$ cat config.mk
export PLATFORM = sky130hd
export DESIGN_NAME = pvio_regs
export DESIGN_NICKNAME = d
export VERILOG_FILES = /design/src/rtl/pvio_pkg.sv /design/src/rtl/pvio_decode.sv /design/src/rtl/pvio_cfg_window.sv /design/src/rtl/pvio_isr.sv /design/src/rtl/pvio_regs.sv
export SDC_FILE = /design/constraint.sdc
export NUM_CORES = 1
export LEC_CHECK = 0
export ABC_AREA = 0
export BUFFER_PORTS_ARGS = -buffer_cell sky130_fd_sc_hd__buf_2
export CAP_MARGIN = 15
export CORE_MARGIN = 4
export CORE_UTILIZATION = 45
export CTS_CLUSTER_SIZE = 10
export DETAILED_ROUTE_END_ITERATION = 10
export PLACE_DENSITY = 0.78
export SLEW_MARGIN = 20
export SYNTH_ARGS = -nofsm -noshare
export SYNTH_HDL_FRONTEND = slang
export SYNTH_SLANG_ARGS = --single-unit
$ cat constraint.sdc
create_clock -name clk -period 3.7 [get_ports clk]
set_input_delay 0 -clock clk [delete_from_list [all_inputs] [get_ports clk]]
set_output_delay 0 -clock clk [all_outputs]
set_load 0.005 [all_outputs]
$ cat src/rtl/pvio_pkg.sv
package pvio_pkg;

    typedef enum logic [1:0] {
        SZ_BYTE = 2'd0,
        SZ_HALF = 2'd1,
        SZ_WORD = 2'd2,
        SZ_RSVD = 2'd3
    } acc_size_e;

    localparam logic [7:0] OFF_FEATURE = 8'h00;
    localparam logic [7:0] OFF_PFN     = 8'h08;
    localparam logic [7:0] OFF_QSIZE   = 8'h0C;
    localparam logic [7:0] OFF_QSEL    = 8'h0E;
    localparam logic [7:0] OFF_NOTIFY  = 8'h10;
    localparam logic [7:0] OFF_STATUS  = 8'h12;
    localparam logic [7:0] OFF_ISR     = 8'h13;
    localparam logic [7:0] OFF_CFG_LO  = 8'h14;
    localparam logic [7:0] OFF_CFG_HI  = 8'h93;

    localparam logic [31:0] FEATURE_WORD = 32'd1;
    localparam logic [15:0] QUEUE_DEPTH  = 16'd32;
    localparam int          LANES        = 4;

    typedef struct packed {
        logic feat_rd;
        logic pfn_rd;
        logic pfn_wr;
        logic qsize_rd;
        logic sel_rd;
        logic sel_wr;
        logic notify_wr;
        logic stat_rd;
        logic stat_wr;
        logic isr_rd;
        logic cfg_rd;
    } reg_hit_t;

    function automatic int lane_count(acc_size_e sz);
        case (sz)
            SZ_BYTE: return 1;
            SZ_HALF: return 2;
            SZ_WORD: return 4;
            default: return 0;
        endcase
    endfunction

endpackage

$ cat src/rtl/pvio_decode.sv
module pvio_decode
    import pvio_pkg::*;
(
    input  logic [7:0] bus_addr,
    input  acc_size_e  bus_size,
    input  logic       bus_rd,
    input  logic       bus_wr,
    output reg_hit_t   hit
);
    function automatic logic at(logic [7:0] a, logic [7:0] off, acc_size_e s, acc_size_e w);
        return (a == off) && (s == w);
    endfunction

    logic in_window;
    assign in_window = (bus_addr >= OFF_CFG_LO) && (bus_addr <= OFF_CFG_HI) && (bus_size != SZ_RSVD);

    always_comb begin
        hit           = '0;
        hit.feat_rd   = bus_rd && at(bus_addr, OFF_FEATURE, bus_size, SZ_WORD);
        hit.pfn_rd    = bus_rd && at(bus_addr, OFF_PFN,     bus_size, SZ_WORD);
        hit.pfn_wr    = bus_wr && at(bus_addr, OFF_PFN,     bus_size, SZ_WORD);
        hit.qsize_rd  = bus_rd && at(bus_addr, OFF_QSIZE,   bus_size, SZ_HALF);
        hit.sel_rd    = bus_rd && at(bus_addr, OFF_QSEL,    bus_size, SZ_HALF);
        hit.sel_wr    = bus_wr && at(bus_addr, OFF_QSEL,    bus_size, SZ_HALF);
        hit.notify_wr = bus_wr && at(bus_addr, OFF_NOTIFY,  bus_size, SZ_HALF);
        hit.stat_rd   = bus_rd && at(bus_addr, OFF_STATUS,  bus_size, SZ_BYTE);
        hit.stat_wr   = bus_wr && at(bus_addr, OFF_STATUS,  bus_size, SZ_BYTE);
        hit.isr_rd    = bus_rd && at(bus_addr, OFF_ISR,     bus_size, SZ_BYTE);
        hit.cfg_rd    = bus_rd && in_window;
    end
endmodule

$ cat src/rtl/pvio_cfg_window.sv
module pvio_cfg_window
    import pvio_pkg::*;
#(
    parameter int CFG_LEN = 8
) (
    input  logic [7:0]           win_addr,
    input  acc_size_e            win_size,
    input  logic [CFG_LEN*8-1:0] cfg_bytes,
    output logic [31:0]          win_data
);
    localparam int IDX_W = 9;

    logic [IDX_W-1:0] base;
    assign base = {1'b0, win_addr - OFF_CFG_LO};

    for (genvar k = 0; k < LANES; k++) begin : g_lane
        logic [IDX_W-1:0] idx;
        logic             live;
        int               safe_idx;
        assign idx      = base + IDX_W'(k);
        assign live     = (k < lane_count(win_size)) && (int'(idx) < CFG_LEN);
        assign safe_idx = live ? int'(idx) : 0;
        assign win_data[k*8 +: 8] = live ? cfg_bytes[safe_idx*8 +: 8] : 8'h00;
    end
endmodule

$ cat src/rtl/pvio_isr.sv
module pvio_isr (
    input  logic       clk,
    input  logic       rst,
    input  logic       post,
    input  logic       clear,
    output logic [7:0] isr_value,
    output logic       irq
);
    logic [7:0] isr_q;

    always_ff @(posedge clk) begin
        if (rst) isr_q <= 8'h00;
        else     isr_q <= (clear ? 8'h00 : isr_q) | {7'b0, post};
    end

    assign isr_value = isr_q;
    assign irq       = |isr_q;

    assert_post_raises_R9: assert property (@(posedge clk) disable iff (rst)
        post |=> irq);
    assert_rise_has_cause_R9: assert property (@(posedge clk) disable iff (rst)
        $rose(irq) |-> $past(post));
    assert_clear_drops_R10: assert property (@(posedge clk) disable iff (rst)
        (clear && !post) |=> !irq);
    assert_post_wins_R11: assert property (@(posedge clk) disable iff (rst)
        (clear && post) |=> isr_value == 8'h01);
endmodule

$ cat src/rtl/pvio_regs.sv
module pvio_regs
    import pvio_pkg::*;
#(
    parameter int CFG_LEN = 8
) (
    input  logic                 clk,
    input  logic                 rst,
    input  logic [7:0]           bus_addr,
    input  logic                 bus_rd,
    input  logic                 bus_wr,
    input  logic [1:0]           bus_size,
    input  logic [31:0]          bus_wdata,
    output logic [31:0]          bus_rdata,
    input  logic                 irq_post,
    input  logic [CFG_LEN*8-1:0] cfg_bytes,
    output logic [31:0]          queue_pfn,
    output logic [15:0]          queue_sel,
    output logic [7:0]           dev_status,
    output logic                 notify_valid,
    output logic [15:0]          notify_queue,
    output logic                 soft_reset,
    output logic                 irq
);
    acc_size_e  size_e;
    reg_hit_t   hit;
    logic [31:0] cfg_rdata;
    logic [7:0]  isr_value;
    logic        zero_status_wr;

    assign size_e = acc_size_e'(bus_size);

    pvio_decode u_dec (
        .bus_addr (bus_addr),
        .bus_size (size_e),
        .bus_rd   (bus_rd),
        .bus_wr   (bus_wr),
        .hit      (hit)
    );

    pvio_cfg_window #(.CFG_LEN(CFG_LEN)) u_cfg (
        .win_addr  (bus_addr),
        .win_size  (size_e),
        .cfg_bytes (cfg_bytes),
        .win_data  (cfg_rdata)
    );

    assign zero_status_wr = hit.stat_wr && (bus_wdata[7:0] == 8'h00);

    pvio_isr u_isr (
        .clk       (clk),
        .rst       (rst),
        .post      (irq_post),
        .clear     (hit.isr_rd || zero_status_wr),
        .isr_value (isr_value),
        .irq       (irq)
    );

    logic [31:0] pfn_q;
    logic [15:0] sel_q;
    logic [7:0]  status_q;

    always_ff @(posedge clk) begin
        if (rst || zero_status_wr) begin
            pfn_q    <= '0;
            sel_q    <= '0;
            status_q <= '0;
        end else begin
            if (hit.pfn_wr)  pfn_q    <= bus_wdata;
            if (hit.sel_wr)  sel_q    <= bus_wdata[15:0];
            if (hit.stat_wr) status_q <= bus_wdata[7:0];
        end
    end

    always_ff @(posedge clk) begin
        if (rst) begin
            notify_valid <= 1'b0;
            notify_queue <= '0;
            soft_reset   <= 1'b0;
        end else begin
            notify_valid <= hit.notify_wr;
            if (hit.notify_wr) notify_queue <= bus_wdata[15:0];
            soft_reset   <= zero_status_wr;
        end
    end

    always_comb begin
        bus_rdata = '0;
        if (hit.feat_rd)       bus_rdata = FEATURE_WORD;
        else if (hit.pfn_rd)   bus_rdata = (sel_q == '0) ? pfn_q : '0;
        else if (hit.qsize_rd) bus_rdata = {16'h0, QUEUE_DEPTH};
        else if (hit.sel_rd)   bus_rdata = {16'h0, sel_q};
        else if (hit.stat_rd)  bus_rdata = {24'h0, status_q};
        else if (hit.isr_rd)   bus_rdata = {24'h0, isr_value};
        else if (hit.cfg_rd)   bus_rdata = cfg_rdata;
    end

    assign queue_pfn  = pfn_q;
    assign queue_sel  = sel_q;
    assign dev_status = status_q;

    assert_single_cmd_R13: assert property (@(posedge clk) disable iff (rst)
        !(bus_rd && bus_wr));
    assert_notify_source_R6: assert property (@(posedge clk) disable iff (rst)
        notify_valid |-> $past(bus_wr && bus_addr == OFF_NOTIFY && bus_size == 2'd1));
    assert_soft_reset_clears_R8: assert property (@(posedge clk) disable iff (rst)
        soft_reset |-> (dev_status == 8'h00 && queue_sel == 16'h0 && queue_pfn == 32'h0));
    assert_pfn_hidden_R3: assert property (@(posedge clk) disable iff (rst)
        (bus_rd && bus_addr == OFF_PFN && queue_sel != 16'h0) |-> bus_rdata == 32'h0);
    assert_bad_size_reads_zero_R13: assert property (@(posedge clk) disable iff (rst)
        (bus_rd && bus_size == 2'd3) |-> bus_rdata == 32'h0);
endmodule

-- Yosys cells after proc, flatten, opt, wreduce, memory -nomap -nowiden
Cells that the tools add are included.
- add/subtract/negate cells: 4
- reduce and logical (&&, ||, !) cells: 32
- muxes and demuxes: 18
- shifts and indexed selects: 4
- equality and inequality tests: 9
- $lt $le $gt $ge: 10
- bitwise gates (word level): 1
- operators with widths (kind ; count):
    $mux 32 ; 8
    $shiftx 64x32->8 ; 4
    $mux 8 ; 6
    $lt 9x4->1 const B ; 3
    $mux 9 ; 3
    $logic_and 1x1->1 ; 25
    $eq 8x4->1 const B ; 3
    $eq 8x5->1 const B ; 3
    $add 8x2->9 const B ; 2
    $logic_not 16->1 ; 1
    $logic_not 8->1 ; 2
    $add 8x1->9 const B ; 1
    $pmux 3 s3 ; 1
    $ge 8x5->1 const B ; 1
    $le 8x8->1 const B ; 1
    $lt 8x4->1 const B ; 1
    $or 8x1->8 ; 1
    $reduce_or 8->1 ; 1
    $sub 8x5->8 const B ; 1
    $lt 1x3->1 const A ; 2
    $lt 2x3->1 const A ; 2
    $eq 2x1->1 const B ; 1
    $eq 2x2->1 const B ; 1
    $logic_not 2->1 ; 1
    2 further kinds ; 3
- word-level logic and storage cells: 85
- input bits: 111
- register bits after elaboration: 82
- output and inout bits: 107

-- Logic depth before layout (Yosys ltp)
Gate-level depths: netlist (run 1).
- word-level depth: 14
- depth in mapped cells: 12
- mapped depth without buffers: 9

-- Hierarchy
From an unflattened synthesis (run 1), not the netlist that was laid out.
- cells, all modules: 658
- area total of the unflattened synthesis: 6150.9 um^2
- by module, submodules not included (module ; cells each ; instances ; area each (um^2)):
    pvio_regs ; 344 ; 1 ; 3340.7
    pvio_cfg_window ; 268 ; 1 ; 2506.2
    pvio_decode ; 33 ; 1 ; 201.4
    pvio_isr ; 13 ; 1 ; 102.6

-- Least setup slack after synthesis (run 1)
No wires, ideal clock.
- path type: in2out
- start point: input bus_addr[2]
- end point: output bus_rdata[20]
- path slack: 0.872 ns
- stages on the path: 12
- arrival time: 2.828 ns
- required time: 3.700 ns
- cells stage by stage: buf_1 -> inv_1 -> ha_1 -> xnor2_2 -> nand3_2 -> o32ai_2 -> and4_1 -> buf_6 -> buf_12 -> mux2_2 -> a311o_1 -> a31oi_1
- word-level cells in the longest chain between the ends: 14
- elaborated cells between the ends (all ways): 37
- RTL lines (element ; RTL line ; source):
    start: declaration ; pvio_regs.sv:8 ; input logic [7:0] bus_addr,
    $sub 8x5->8 ; pvio_cfg_window.sv:14 ; assign base = {1'b0, win_addr - OFF_CFG_LO};
    $add 8x2->9 ; pvio_cfg_window.sv:20 ; assign idx = base + IDX_W'(k);
    $lt 9x4->1 ; pvio_cfg_window.sv:21 ; assign live = (k < lane_count(win_size)) && (int'(idx) < CFG_LEN);
    $logic_and 1x1->1 ; pvio_cfg_window.sv:21 ;
    $mux 9 ; pvio_cfg_window.sv:22 ; assign safe_idx = live ? int'(idx) : 0;
    $shiftx 64x32->8 ; pvio_cfg_window.sv:23 ; assign win_data[k*8 +: 8] = live ? cfg_bytes[safe_idx*8 +: 8] : 8'h00;
    $mux 8 ; pvio_cfg_window.sv:23 ;
    $mux 32 ; pvio_regs.sv:94 ; else if (hit.cfg_rd) bus_rdata = cfg_rdata;
    $mux 32 ; pvio_regs.sv:93 ; else if (hit.isr_rd) bus_rdata = {24'h0, isr_value};
    $mux 32 ; pvio_regs.sv:92 ; else if (hit.stat_rd) bus_rdata = {24'h0, status_q};
    $mux 32 ; pvio_regs.sv:91 ; else if (hit.sel_rd) bus_rdata = {16'h0, sel_q};
    $mux 32 ; pvio_regs.sv:90 ; else if (hit.qsize_rd) bus_rdata = {16'h0, QUEUE_DEPTH};
    $mux 32 ; pvio_regs.sv:89 ; else if (hit.pfn_rd) bus_rdata = (sel_q == '0) ? pfn_q : '0;
    $mux 32 * ; pvio_regs.sv:88 ; if (hit.feat_rd) bus_rdata = FEATURE_WORD;
    end: declaration ; pvio_regs.sv:13 ; output logic [31:0] bus_rdata,
Mark *: on every way between the ends. The rest lies on a longest branch, timed or not.

-- Worst setup path in the final report (run 1)
- start point: input bus_addr[2]
- end point: output bus_rdata[4]
- word-level cells in the longest chain between the ends: 13
- elaborated cells between the ends (all ways): 36
- RTL lines (element ; RTL line):
    $sub 8x5->8 ; pvio_cfg_window.sv:14
    $lt 8x4->1 ; pvio_cfg_window.sv:21
    $logic_and 1x1->1 ; pvio_cfg_window.sv:21
    $mux 8 ; pvio_cfg_window.sv:22
    $shiftx 64x32->8 ; pvio_cfg_window.sv:23
    $mux 8 ; pvio_cfg_window.sv:23
    $mux 32 ; pvio_regs.sv:94
    $mux 32 ; pvio_regs.sv:93
    $mux 32 ; pvio_regs.sv:92
    $mux 32 ; pvio_regs.sv:91
    $mux 32 ; pvio_regs.sv:90
    $mux 32 ; pvio_regs.sv:89
    $mux 32 * ; pvio_regs.sv:88
Marked as above.

==> summary.md, run 1 <==
| Metric | Value |
|---|---|
| Static power due to leakage | `3.60 nW` |
| Drt drc | `0` |
| Placed Cells incl. Taps | `~1100` |
| Area of the mapped netlist | `around 0.0061 mm^2` |
| FF/Latch Area | `0.00150 mm^2` |
| GRT Overall Usage | `31.5%` |
| Multi-input gate area | `0.00432 mm^2` |
| Fin cells | `1193` |
| Register-to-register setup slack | `roughly 3000 ps` |
| Clk Latency, worst-skew pair | `330 ps` |
| Clk Tree Root Cell | `sky130_fd_sc_hd__clkbuf_16` |
| First-pass iteration count of the detailed router | `7` |
| Average instance area after synthesis | `7.88 um^2` |
| Area enclosed by the die boundary | `0.0155 mm^2` |
| Filler Cells Inserted | `1184` |
| Number of library cell types mapped by synthesis | `65` |
| Arrival @ worst endpoint | `2960 ps` |
| Detail Placement HPWL | `19.3 mm` |
| Number of instances in the synthesized netlist | `775` |
| Required time of the critical path | `3700 ps` |
| Buffer and inverter count on the worst path | `3` |
| Via count | `7363` |
| Period utilization | `79.9%` |
| Final setup violation count | `0` |
| Max rail drop VDD | `between 0.3 and 0.4 mV` |
| Antenna-violating nets left | `0` |
| Count of final hold-check violations | `0` |
| Overflow after GRT | `0` |
| Critical register-to-register path startpoint | `queue_pfn[19]$_SDFFE_PP0P_` |
| Post-detailed-route via-to-cell ratio | `6.17` |
| Top flip-flop cell by instance count after synthesis | `sky130_fd_sc_hd__dfxtp_1` |
| Class of the most critical setup path | `input port to primary output` |
| Time the worst path needs with I/O delays and setup | `2960 ps` |
| FF-to-FF End | `queue_pfn[19]$_SDFFE_PP0P_` |
| Setup tns final | `0 ps` |
| Category of cells accounting for the largest share of critical-path delay | `compound AO/OA/AOI/OAI gates` |
| Final-stage net count | `1138` |
| Result of the run | `finished clean` |
| Most common library cell in the layout ignoring fill and taps | `sky130_fd_sc_hd__buf_2` |
| Maximum number of pins on one net before global-route repair | `50` |
| Initial antenna violation count | `0` |
| Biggest area contributors in the synthesized netlist | `sky130_fd_sc_hd__dfxtp_1 (25%), sky130_fd_sc_hd__mux2i_1 (11%), sky130_fd_sc_hd__nand2_1 (8.1%), sky130_fd_sc_hd__a21oi_1 (5.2%), sky130_fd_sc_hd__nor2_1 (5.2%)` |
| Proportion of synthesized flip-flops having asynchronous set or reset | `0%` |
| Final wirelength | `25.6 mm` |
| Cell type contributing the most total cell area after synthesis | `sky130_fd_sc_hd__dfxtp_1` |
| CTS tree | `built` |
| Global-route wire length before repair | `39.8 mm` |
| Worst clock skew | `0 ps` |
| Floorplan die height | `124 um` |
| Clock-pin slew reported for the worst setup and hold paths after clock tree synthesis | `about 60 ps` |
| Nature of the critical path endpoint | `primary output` |
| Commonest non-fill, non-tap cells in the layout | `sky130_fd_sc_hd__buf_2 (217), sky130_fd_sc_hd__nand2_1 (131), sky130_fd_sc_hd__nor2_1 (81), sky130_fd_sc_hd__dfxtp_1 (75), sky130_fd_sc_hd__mux2i_1 (70)` |
| Clock sink count | `75` |
| Starting density of the core | `46.1%` |
| Syn-to-layout area delta | `32.0%` |
| Placeable core region | `0.0132 mm^2` |
| Final setup margin | `743 ps` |
| Highest achievable clock rate | `338 MHz` |
| Worst slack on hold paths | `74.6 ps` |
| Final Max Tran Viols | `0` |
| Largest buffer count on any clock path | `2` |
| Number of warnings printed during yosys synthesis | `0` |
| Number of synthesized register bits | `75` |
| Placement Rows | `42` |
| Antenna cell count | `0` |
| IO Count | `218` |
| CP Cell Sequence | `buf_2 > inv_1 > ha_1 > xor2_1 > or3_4 > a2111oi_4 > nand3_1 > a21oi_1 > o211ai_1 > nand3_1 > buf_2` |
| Unrepaired setup endpoints after global routing | `false` |
| Area fraction of the dominant cell type after synthesis | `between 20 and 25%` |
| Depth of the most critical reg-to-reg path | `2` |
| Kind of start point of the critical path | `input port` |
| Hold depth | `2` |
| Critical path's slowest cell | `sky130_fd_sc_hd__a21oi_1` |
| Power density over the cells | `277 mW/mm^2` |
| Biggest cell delay along the critical path | `580 ps` |
| Number of enable flip-flop cells after synthesis | `0` |
| Worst min-delay path startpoint | `rst` |
| TritonCTS Buffers | `9` |
| Buffers inserted by post-CTS timing repair | `0` |
| Placer's final routability congestion estimate | `1.06` |
| Path category of the worst min-delay check | `input port to register` |
| Routed wirelength normalized by instance count | `around 21 um` |
| Number of port buffers | `217` |
| Overall die width | `124 um` |
| Maximum fanout encountered on the critical timing path | `9` |
| Hold endpoint | `u_isr.isr_value[0]$_SDFF_PP0_` |
| Syn Nets | `901` |
| Share of final-layout standard cells stronger than drive strength 1 | `30.1%` |
| Worst Tran Pin Value | `835 ps` |
| Seq/Total Area, Yosys | `24.6%` |
| Max-cap violations | `0` |
| Iter 0 DRT Violations | `851` |
| Number of levels the H-tree was split into | `3` |
| Via count of the first global-routing pass | `7063` |
| Slew margin rel. | `43.8%` |
| Worst setup slack before clock tree synthesis | `794 ps` |
| Fraction of the core area covered by cells at the end of the flow | `between 60% and 70%` |
power by group:
group / switching, mW / internal, mW / total, mW
clock network: 0.331 / 0.675 / 1.01
logic: 0.245 / 0.175 / 0.420
registers: 0.000877 / 0.809 / 0.810
per-layer routing:
metal  share of wire (%)  vias up  global-route usage (%)
li1                    -     3362                       -
met1                  41     3478                    41.4
met2                  46      455                    50.3
met3                  11       68                    8.06
met4                 3.1        0                    11.0
met5                   0        -                       0
synthesized netlist by cell type (5+ instances only):
master and count:
sky130_fd_sc_hd__a211o_1 13, sky130_fd_sc_hd__a211oi_1 9, sky130_fd_sc_hd__a21o_1 9, sky130_fd_sc_hd__a21oi_1 64, sky130_fd_sc_hd__a221oi_1 8, sky130_fd_sc_hd__a22oi_1 12
sky130_fd_sc_hd__a311o_1 8, sky130_fd_sc_hd__a31oi_1 12, sky130_fd_sc_hd__and2_1 7, sky130_fd_sc_hd__and3_1 6, sky130_fd_sc_hd__buf_1 5, sky130_fd_sc_hd__buf_2 13
sky130_fd_sc_hd__clkbuf_1 27, sky130_fd_sc_hd__dfxtp_1 75, sky130_fd_sc_hd__ha_1 15, sky130_fd_sc_hd__inv_1 10, sky130_fd_sc_hd__mux2_2 25, sky130_fd_sc_hd__mux2i_1 70
sky130_fd_sc_hd__mux4_1 6, sky130_fd_sc_hd__mux4_2 5, sky130_fd_sc_hd__nand2_1 131, sky130_fd_sc_hd__nand3_1 22, sky130_fd_sc_hd__nand4_1 8, sky130_fd_sc_hd__nor2_1 84
sky130_fd_sc_hd__nor3_1 21, sky130_fd_sc_hd__nor4_1 7, sky130_fd_sc_hd__o2111ai_1 6, sky130_fd_sc_hd__o211ai_1 13, sky130_fd_sc_hd__o21ai_0 8, sky130_fd_sc_hd__o221ai_1 9
sky130_fd_sc_hd__o22ai_1 14
cell type report:
cell class / count / share of cell area, %
Inverter: 11 / 0.513
Multi-Input combinational cell: 638 / 53.6
Clock inverter: 5 / 1.24
Tap cell: 176 / 2.73
Sequential cell: 75 / 18.6
Clock buffer: 11 / 3.01
Timing Repair Buffer: 277 / 20.3
sequential cells by signal, summed over array words and instances (netlist names):
register	flops
dev_status	8
notify_queue	16
notify_valid	1
queue_pfn	32
queue_sel	16
soft_reset	1
u_isr.isr_value	1
stage by stage:
stage          cell area (um^2)  power [mW]
6_report                   8060        2.24
5_1_grt                    8060        2.30
4_1_cts                    8060        2.22
3_5_place_dp               7380        1.21
3_3_place_gp               7380        1.20
2_1_floorplan              6100        1.04
cell families (layout without fill, tap and decap cells):
kind of cell	Yosys count	in the layout	share of synthesized area, %
AOI/OAI and AO/OA	198	198	22.9
xor gates and xnor gates	7	7	1.13
adders and majority gates	15	15	3.07
buffers and inverters	62	304	4.84
DFF	75	75	24.6
muxes	106	106	20.5
and+or+nand+nor	312	312	23.0
worst max-delay path by stage:
stage                      from  slack [ps]  cells after the start            end
floorplan           bus_addr[2]         870                     12  bus_rdata[20]
global placement    bus_addr[2]         900                     12  bus_rdata[19]
detailed placement  bus_addr[2]         790                     12  bus_rdata[18]
CTS                 bus_addr[2]         800                     12  bus_rdata[18]
global route        bus_addr[2]         540                     11   bus_rdata[4]
finish              bus_addr[2]         740                     11   bus_rdata[4]
timing repair:
| action | in CTS | in global routing |
|---|---|---|
| gates resized for setup | 0 | 0 |
| hold buffers | 33 | 0 |
| hold endpoints to repair | 61 | 0 |
(Power assumes the default switching activity.)
==> inputs of run 2 (changes only) <==
- clock period: 3.7 -> 3 ns (I/O delays scaled with it)
==> summary.md, run 2 (synthesized netlist as in run 1, its figures left out) <==
| Metric | Value |
|---|---|
| Result of the run | `finished clean (unchanged)` |
| Share of final-layout standard cells stronger than drive strength 1 | `30.8% (was 30.1%)` |
| Clk Latency, worst-skew pair | `330 ps (about the same)` |
| Number of levels the H-tree was split into | `3 (unchanged)` |
| Number of flip-flops under the largest register name | `32 (unchanged)` |
| Worst clock skew | `0 ps (unchanged)` |
| Iter 0 DRT Violations | `945 (was 851)` |
| Post-detailed-route via-to-cell ratio | `6.09 (was 6.17)` |
| Time the worst path needs with I/O delays and setup | `2820 ps` |
| Required time of the critical path | `3000 ps (was 3700 ps)` |
| Final setup violation count | `0 (unchanged)` |
| Arrival @ worst endpoint | `2820 ps (was 2960 ps)` |
| First-pass iteration count of the detailed router | `6 (was 7)` |
| Final non-filler cell area | `0.00813 mm^2 (was 0.00806 mm^2)` |
| Largest buffer count on any clock path | `2 (unchanged)` |
| Highest achievable clock rate | `354 MHz` |
| Via count of the first global-routing pass | `6982 (was 7063)` |
| Fraction of the core area covered by cells at the end of the flow | `61.4% (was 60.8%)` |
| Final-stage net count | `1141 (was 1138)` |
| Period utilization | `between 90% and 100%` |
| Drt drc | `0 (unchanged)` |
| Unrepaired setup endpoints after global routing | `false (unchanged)` |
| TritonCTS Buffers | `9 (unchanged)` |
| Most common library cell in the layout ignoring fill and taps | `sky130_fd_sc_hd__buf_2 (unchanged)` |
| Clock-pin slew reported for the worst setup and hold paths after clock tree synthesis | `60 ps (about the same)` |
| FF/Latch Area | `0.00150 mm^2 (unchanged)` |
| Number of port buffers | `217 (unchanged)` |
| Maximum fanout encountered on the critical timing path | `7 (was 9)` |
| Maximum number of pins on one net before global-route repair | `47 (was 50)` |
| Antenna cell count | `0 (unchanged)` |
| Initial antenna violation count | `0 (unchanged)` |
| Placeable core region | `0.0132 mm^2 (unchanged)` |
| Final Max Tran Viols | `0 (unchanged)` |
| Setup tns final | `0 ps (unchanged)` |
| Worst Tran Pin Value | `705 ps (was 835 ps)` |
| Final setup margin | `179 ps (was 743 ps)` |
| Filler Cells Inserted | `1195 (was 1184)` |
| Max rail drop VDD | `0.436 mV (was 0.306 mV)` |
| GRT Overall Usage | `31.5% (about the same)` |
| CTS tree | `built (unchanged)` |
| Kind of start point of the critical path | `register (was input port)` |
| Placer's final routability congestion estimate | `0.987 (was 1.06)` |
| Syn-to-layout area delta | `33.2% (was 32.0%)` |
| Worst setup slack before clock tree synthesis | `91.9 ps (was 794 ps)` |
| Multi-input gate area | `0.00435 mm^2 (was 0.00432 mm^2)` |
| Worst slack on hold paths | `71.1 ps (was 74.6 ps)` |
| Max-cap violations | `0 (unchanged)` |
| Floorplan die height | `124 um (unchanged)` |
| Overall die width | `124 um (unchanged)` |
| Class of the most critical setup path | `register to primary output (was input port to primary output)` |
| Final wirelength | `25.7 mm (was 25.6 mm)` |
| Power density over the cells | `348 mW/mm^2 (was 277 mW/mm^2)` |
| Path category of the worst min-delay check | `input port to register (unchanged)` |
| Nature of the critical path endpoint | `primary output (unchanged)` |
| Detail Placement HPWL | `19.3 mm (about the same)` |
| Antenna-violating nets left | `0 (unchanged)` |
| IO Count | `218 (unchanged)` |
| Commonest non-fill, non-tap cells in the layout | `sky130_fd_sc_hd__buf_2 (217), sky130_fd_sc_hd__nand2_1 (131), sky130_fd_sc_hd__nor2_1 (81), sky130_fd_sc_hd__dfxtp_1 (75), sky130_fd_sc_hd__mux2i_1 (70) (unchanged)` |
| Static power due to leakage | `3.61 nW (was 3.60 nW)` |
| Register-to-register setup slack | `2270 ps (was 2990 ps)` |
| Routed wirelength normalized by instance count | `21.5 um (about the same)` |
| Area enclosed by the die boundary | `0.0155 mm^2 (unchanged)` |
| Placed standard-cell area | `0.00740 mm^2 (was 0.00738 mm^2)` |
| Slew margin rel. | `52.3% (was 43.8%)` |
| Count of final hold-check violations | `0 (unchanged)` |
| Starting density of the core | `46.1% (unchanged)` |
| Clk Tree Root Cell | `sky130_fd_sc_hd__clkbuf_16 (unchanged)` |
| Overflow after GRT | `0 (unchanged)` |
| Placement Rows | `42 (unchanged)` |
| Global-route wire length before repair | `39.5 mm (was 39.8 mm)` |
| Clock sink count | `75 (unchanged)` |
| Via count | `7281 (was 7363)` |
run 2: changes by cell type in the layout (fill, tap and decap cells not counted), sizes merged:
cell    previous run  this run
clkbuf            11        10
bufinv             3         4
clkinv             2         1
buf              244       247
run 2: stage by stage:
step / power (mW) / std cells
final: 2.83 / 1195
after global routing: 2.91 / 1195
after CTS: 2.82 / 1195
after detailed placement: 1.49 / 1147
after global placement: 1.49 / 1147
after floorplan: 1.28 / 775
run 2: path summary, 6_finish.rpt:
| check | to | depth (start not counted) | startpoint |
|---|---|---|---|
| worst max-delay path | bus_rdata[11] | 8 | queue_sel[0]$_SDFFE_PP0P_ |
| worst min register to register | queue_pfn[31]$_SDFFE_PP0P_ | 2 | queue_pfn[31]$_SDFFE_PP0P_ |
| worst min-delay path | notify_queue[7]$_SDFFE_PP0P_ | 2 | rst |
| worst max register to register | queue_sel[11]$_SDFFE_PP0P_ | 2 | queue_sel[11]$_SDFFE_PP0P_ |
run 2: what timing repair did:
item,CTS,global route
hold buffers,33,0
hold endpoints to repair,62,0
setup buffers,0,0
gates resized for setup,0,6
endpoints found under the setup margin,0,15
run 2: metal layers:
layer	vias to the layer above	routed length [um]	part of all wire [%]	track usage [%]
met5	-	0	0	0
met4	0	808	3.1	10.5
met3	67	2880	11	9.65
met2	461	11600	45	49.8
met1	3374	10300	40	40.8
li1	3379	-	-	-
run 2: critical path, stage by stage, from the launching register on:
cell	delay (ps)
sky130_fd_sc_hd__dfxtp_1	340
sky130_fd_sc_hd__nor4_1	510
sky130_fd_sc_hd__and4_1	430
sky130_fd_sc_hd__nand2_1	100
sky130_fd_sc_hd__a21oi_1	310
sky130_fd_sc_hd__o221ai_1	180
sky130_fd_sc_hd__nor3_1	300
sky130_fd_sc_hd__a211o_1	190
sky130_fd_sc_hd__buf_2	120
run 2: layout make-up:
type / instances / share of cell area [%]
Multi-Input combinational cell: 638 / 53.5
Clock buffer: 10 / 2.94
Timing Repair Buffer: 280 / 20.3
Clock inverter: 5 / 1.54
Sequential cell: 75 / 18.5
Inverter: 11 / 0.508
Tap cell: 176 / 2.71
run 2: power breakdown:
part	internal [mW]	leakage (nW)	switching [mW]	total [mW]
combinational	0.220	2.83	0.305	0.525
sequential	0.997	0.604	0.00113	0.999
clock	0.913	0.179	0.398	1.31
==> inputs of run 3 (changes only) <==
- CORE_MARGIN: 4 -> 2
- RECOVER_POWER: not set -> 50
==> summary.md, run 3 (synthesized netlist as in run 1, its figures left out) <==
| Metric | Value |
|---|---|
| Placer's final routability congestion estimate | `1.02 (was 0.987)` |
| Power share of the sequential group | `40.2% (was 35.2%)` |
| Detail Placement HPWL | `18.9 mm (was 19.3 mm)` |
| Post-detailed-route via-to-cell ratio | `6.22 (was 6.09)` |
| Final-stage net count | `1145 (was 1141)` |
| Share of final-layout standard cells stronger than drive strength 1 | `26.0% (was 30.8%)` |
| Unrepaired setup endpoints after global routing | `false (unchanged)` |
| Starting density of the core | `46.1% (unchanged)` |
| Maximum number of pins on one net before global-route repair | `56 (was 47)` |
| Clk Tree Root Cell | `sky130_fd_sc_hd__clkbuf_16 (unchanged)` |
| Commonest non-fill, non-tap cells in the layout | `sky130_fd_sc_hd__buf_2 (173), sky130_fd_sc_hd__nand2_1 (131), sky130_fd_sc_hd__nor2_1 (81), sky130_fd_sc_hd__dfxtp_1 (75), sky130_fd_sc_hd__mux2i_1 (70) (was sky130_fd_sc_hd__buf_2 (217), sky130_fd_sc_hd__nand2_1 (131), sky130_fd_sc_hd__nor2_1 (81), sky130_fd_sc_hd__dfxtp_1 (75), sky130_fd_sc_hd__mux2i_1 (70))` |
| Antenna cell count | `0 (unchanged)` |
| Number of port buffers | `217 (unchanged)` |
| Clk network pwr share | `38.9% (was 46.2%)` |
| Final setup margin | `114 ps (was 179 ps)` |
| Result of the run | `finished clean (unchanged)` |
| Worst Tran Pin Value | `1220 ps (was 705 ps)` |
| Floorplan die height | `120 um (was 124 um)` |
| IO Count | `218 (unchanged)` |
| Clock-pin slew reported for the worst setup and hold paths after clock tree synthesis | `50 ps (was 60 ps)` |
| Internal power of the cells | `1.79 mW (was 2.13 mW)` |
| Max rail drop VDD | `0.418 mV (was 0.436 mV)` |
| Initial antenna violation count | `0 (unchanged)` |
| Clock sink count | `75 (unchanged)` |
| Combinational fraction of design power | `20.9% (was 18.5%)` |
| Most common library cell in the layout ignoring fill and taps | `sky130_fd_sc_hd__buf_2 (unchanged)` |
| Depth of the most critical reg-to-reg path | `2 (unchanged)` |
| Worst setup slack before clock tree synthesis | `206 ps (was 91.9 ps)` |
| Filler Cells Inserted | `1240 (was 1195)` |
| Time the worst path needs with I/O delays and setup | `2890 ps (was 2820 ps)` |
| Largest buffer count on any clock path | `2 (unchanged)` |
| Buffers inserted by post-CTS timing repair | `0 (unchanged)` |
| Setup tns final | `0 ps (unchanged)` |
| First-pass iteration count of the detailed router | `6 (unchanged)` |
| Antenna-violating nets left | `0 (unchanged)` |
| Routed wirelength normalized by instance count | `21.2 um (was 21.5 um)` |
| Power density over the cells | `312 mW/mm^2 (was 348 mW/mm^2)` |
| Final Max Tran Viols | `0 (unchanged)` |
| Period utilization | `96.2% (was 94.0%)` |
| Worst clock skew | `0 ps (unchanged)` |
| Global-route wire length before repair | `38.9 mm (was 39.5 mm)` |
| Clk Latency, worst-skew pair | `330 ps (about the same)` |
| Maximum fanout encountered on the critical timing path | `14 (was 7)` |
| Total power | `2.49 mW (was 2.83 mW)` |
| Number of flip-flops under the largest register name | `32 (unchanged)` |
| Max-cap violations | `0 (unchanged)` |
| CTS tree | `built (unchanged)` |
| Path category of the worst min-delay check | `input port to register (unchanged)` |
| Placement Rows | `42 (unchanged)` |
| Drt drc | `0 (unchanged)` |
| Final setup violation count | `0 (unchanged)` |
| Slew margin rel. | `18.5% (was 52.3%)` |
| Placeable core region | `0.0132 mm^2 (unchanged)` |
| Sw Share | `27.9% (was 24.8%)` |
| Count of final hold-check violations | `0 (unchanged)` |
| Class of the most critical setup path | `register to primary output (unchanged)` |
| Overflow after GRT | `0 (unchanged)` |
| Hold depth | `2 (unchanged)` |
| Fin cells | `1199 (was 1195)` |
| Final wirelength | `25.4 mm (was 25.7 mm)` |
| Via count of the first global-routing pass | `6855 (was 6982)` |
| Overall die width | `120 um (was 124 um)` |
| Iter 0 DRT Violations | `942 (was 945)` |
| TritonCTS Buffers | `9 (unchanged)` |
| Highest achievable clock rate | `346 MHz (was 354 MHz)` |
| Syn-to-layout area delta | `30.5% (was 33.2%)` |
| Kind of start point of the critical path | `register (unchanged)` |
| Nature of the critical path endpoint | `primary output (unchanged)` |
| Arrival @ worst endpoint | `2890 ps (was 2820 ps)` |
| Required time of the critical path | `3000 ps (about the same)` |
| Number of levels the H-tree was split into | `3 (unchanged)` |
| Via count | `7463 (was 7281)` |
| Area enclosed by the die boundary | `0.0145 mm^2 (was 0.0155 mm^2)` |
| Placed Cells incl. Taps | `1151 (was 1147)` |
| Static power due to leakage | `3.39 nW (was 3.61 nW)` |
| Power dissipated by switching net loads | `694 uW (was 703 uW)` |
| GRT Overall Usage | `34.2% (was 31.5%)` |
[run 3: power by group through the flow]
stage	Sequential [mW]	Combinational, mW	Clock [mW]
3_3_place_gp	1.02	0.469	0
5_1_grt	0.998	0.553	1.02
4_1_cts	0.999	0.503	0.972
2_1_floorplan	1.02	0.263	0
6_report	0.999	0.521	0.966
3_5_place_dp	1.02	0.468	0
[run 3: layout make-up]
type                    count  area, um^2  share of cell area, %
multi-input cells         638        4320                   54.2
clock inverters             3        15.0                  0.188
repair buffers            284        1620                   20.4
well taps                 176         220                   2.76
flip-flops and latches     75        1500                   18.8
inverters                  11        41.3                  0.518
clock buffers              12         246                   3.09
[run 3: final timing paths]
path              slack, ps                       start                           end
setup reg to reg       2260  queue_pfn[30]$_SDFFE_PP0P_    queue_pfn[30]$_SDFFE_PP0P_
hold / removal           70                         rst  notify_queue[6]$_SDFFE_PP0P_
hold reg to reg         470   queue_pfn[5]$_SDFFE_PP0P_     queue_pfn[5]$_SDFFE_PP0P_
setup / recovery        110   queue_sel[0]$_SDFFE_PP0P_                  bus_rdata[6]
[run 3: what timing repair did]
action / CTS / global route
hold buffers: 33 / 0
setup endpoints to repair: 0 / 5
gates resized for setup: 0 / 1
endpoints found under the hold margin: 58 / 0
[run 3: critical path, stage by stage (launching register included)]
cell	delay [ps]
sky130_fd_sc_hd__dfxtp_1	350
sky130_fd_sc_hd__nor4_1	520
sky130_fd_sc_hd__and4_1	440
sky130_fd_sc_hd__and2_1	180
sky130_fd_sc_hd__and2b_1	500
sky130_fd_sc_hd__a21oi_1	280
sky130_fd_sc_hd__nand3_1	160
sky130_fd_sc_hd__buf_2	120
[run 3: per-stage QoR]
stage	utilization (%)	instance area, um^2	hold WS (ps)
after floorplan	-	6100	118
after global placement	56.1	7430	218
after detailed placement	56.1	7430	227
after CTS	60.6	8030	70.5
after global routing	60.2	7970	98.8
final	60.2	7970	73.7
[run 3: layer usage]
layer	global-route usage, %	vias to the layer above	wire, um
li1	-	3371	-
met1	45.8	3548	10300
met2	55.8	483	11700
met3	5.99	61	2640
met4	11.0	0	740
met5	0	-	0
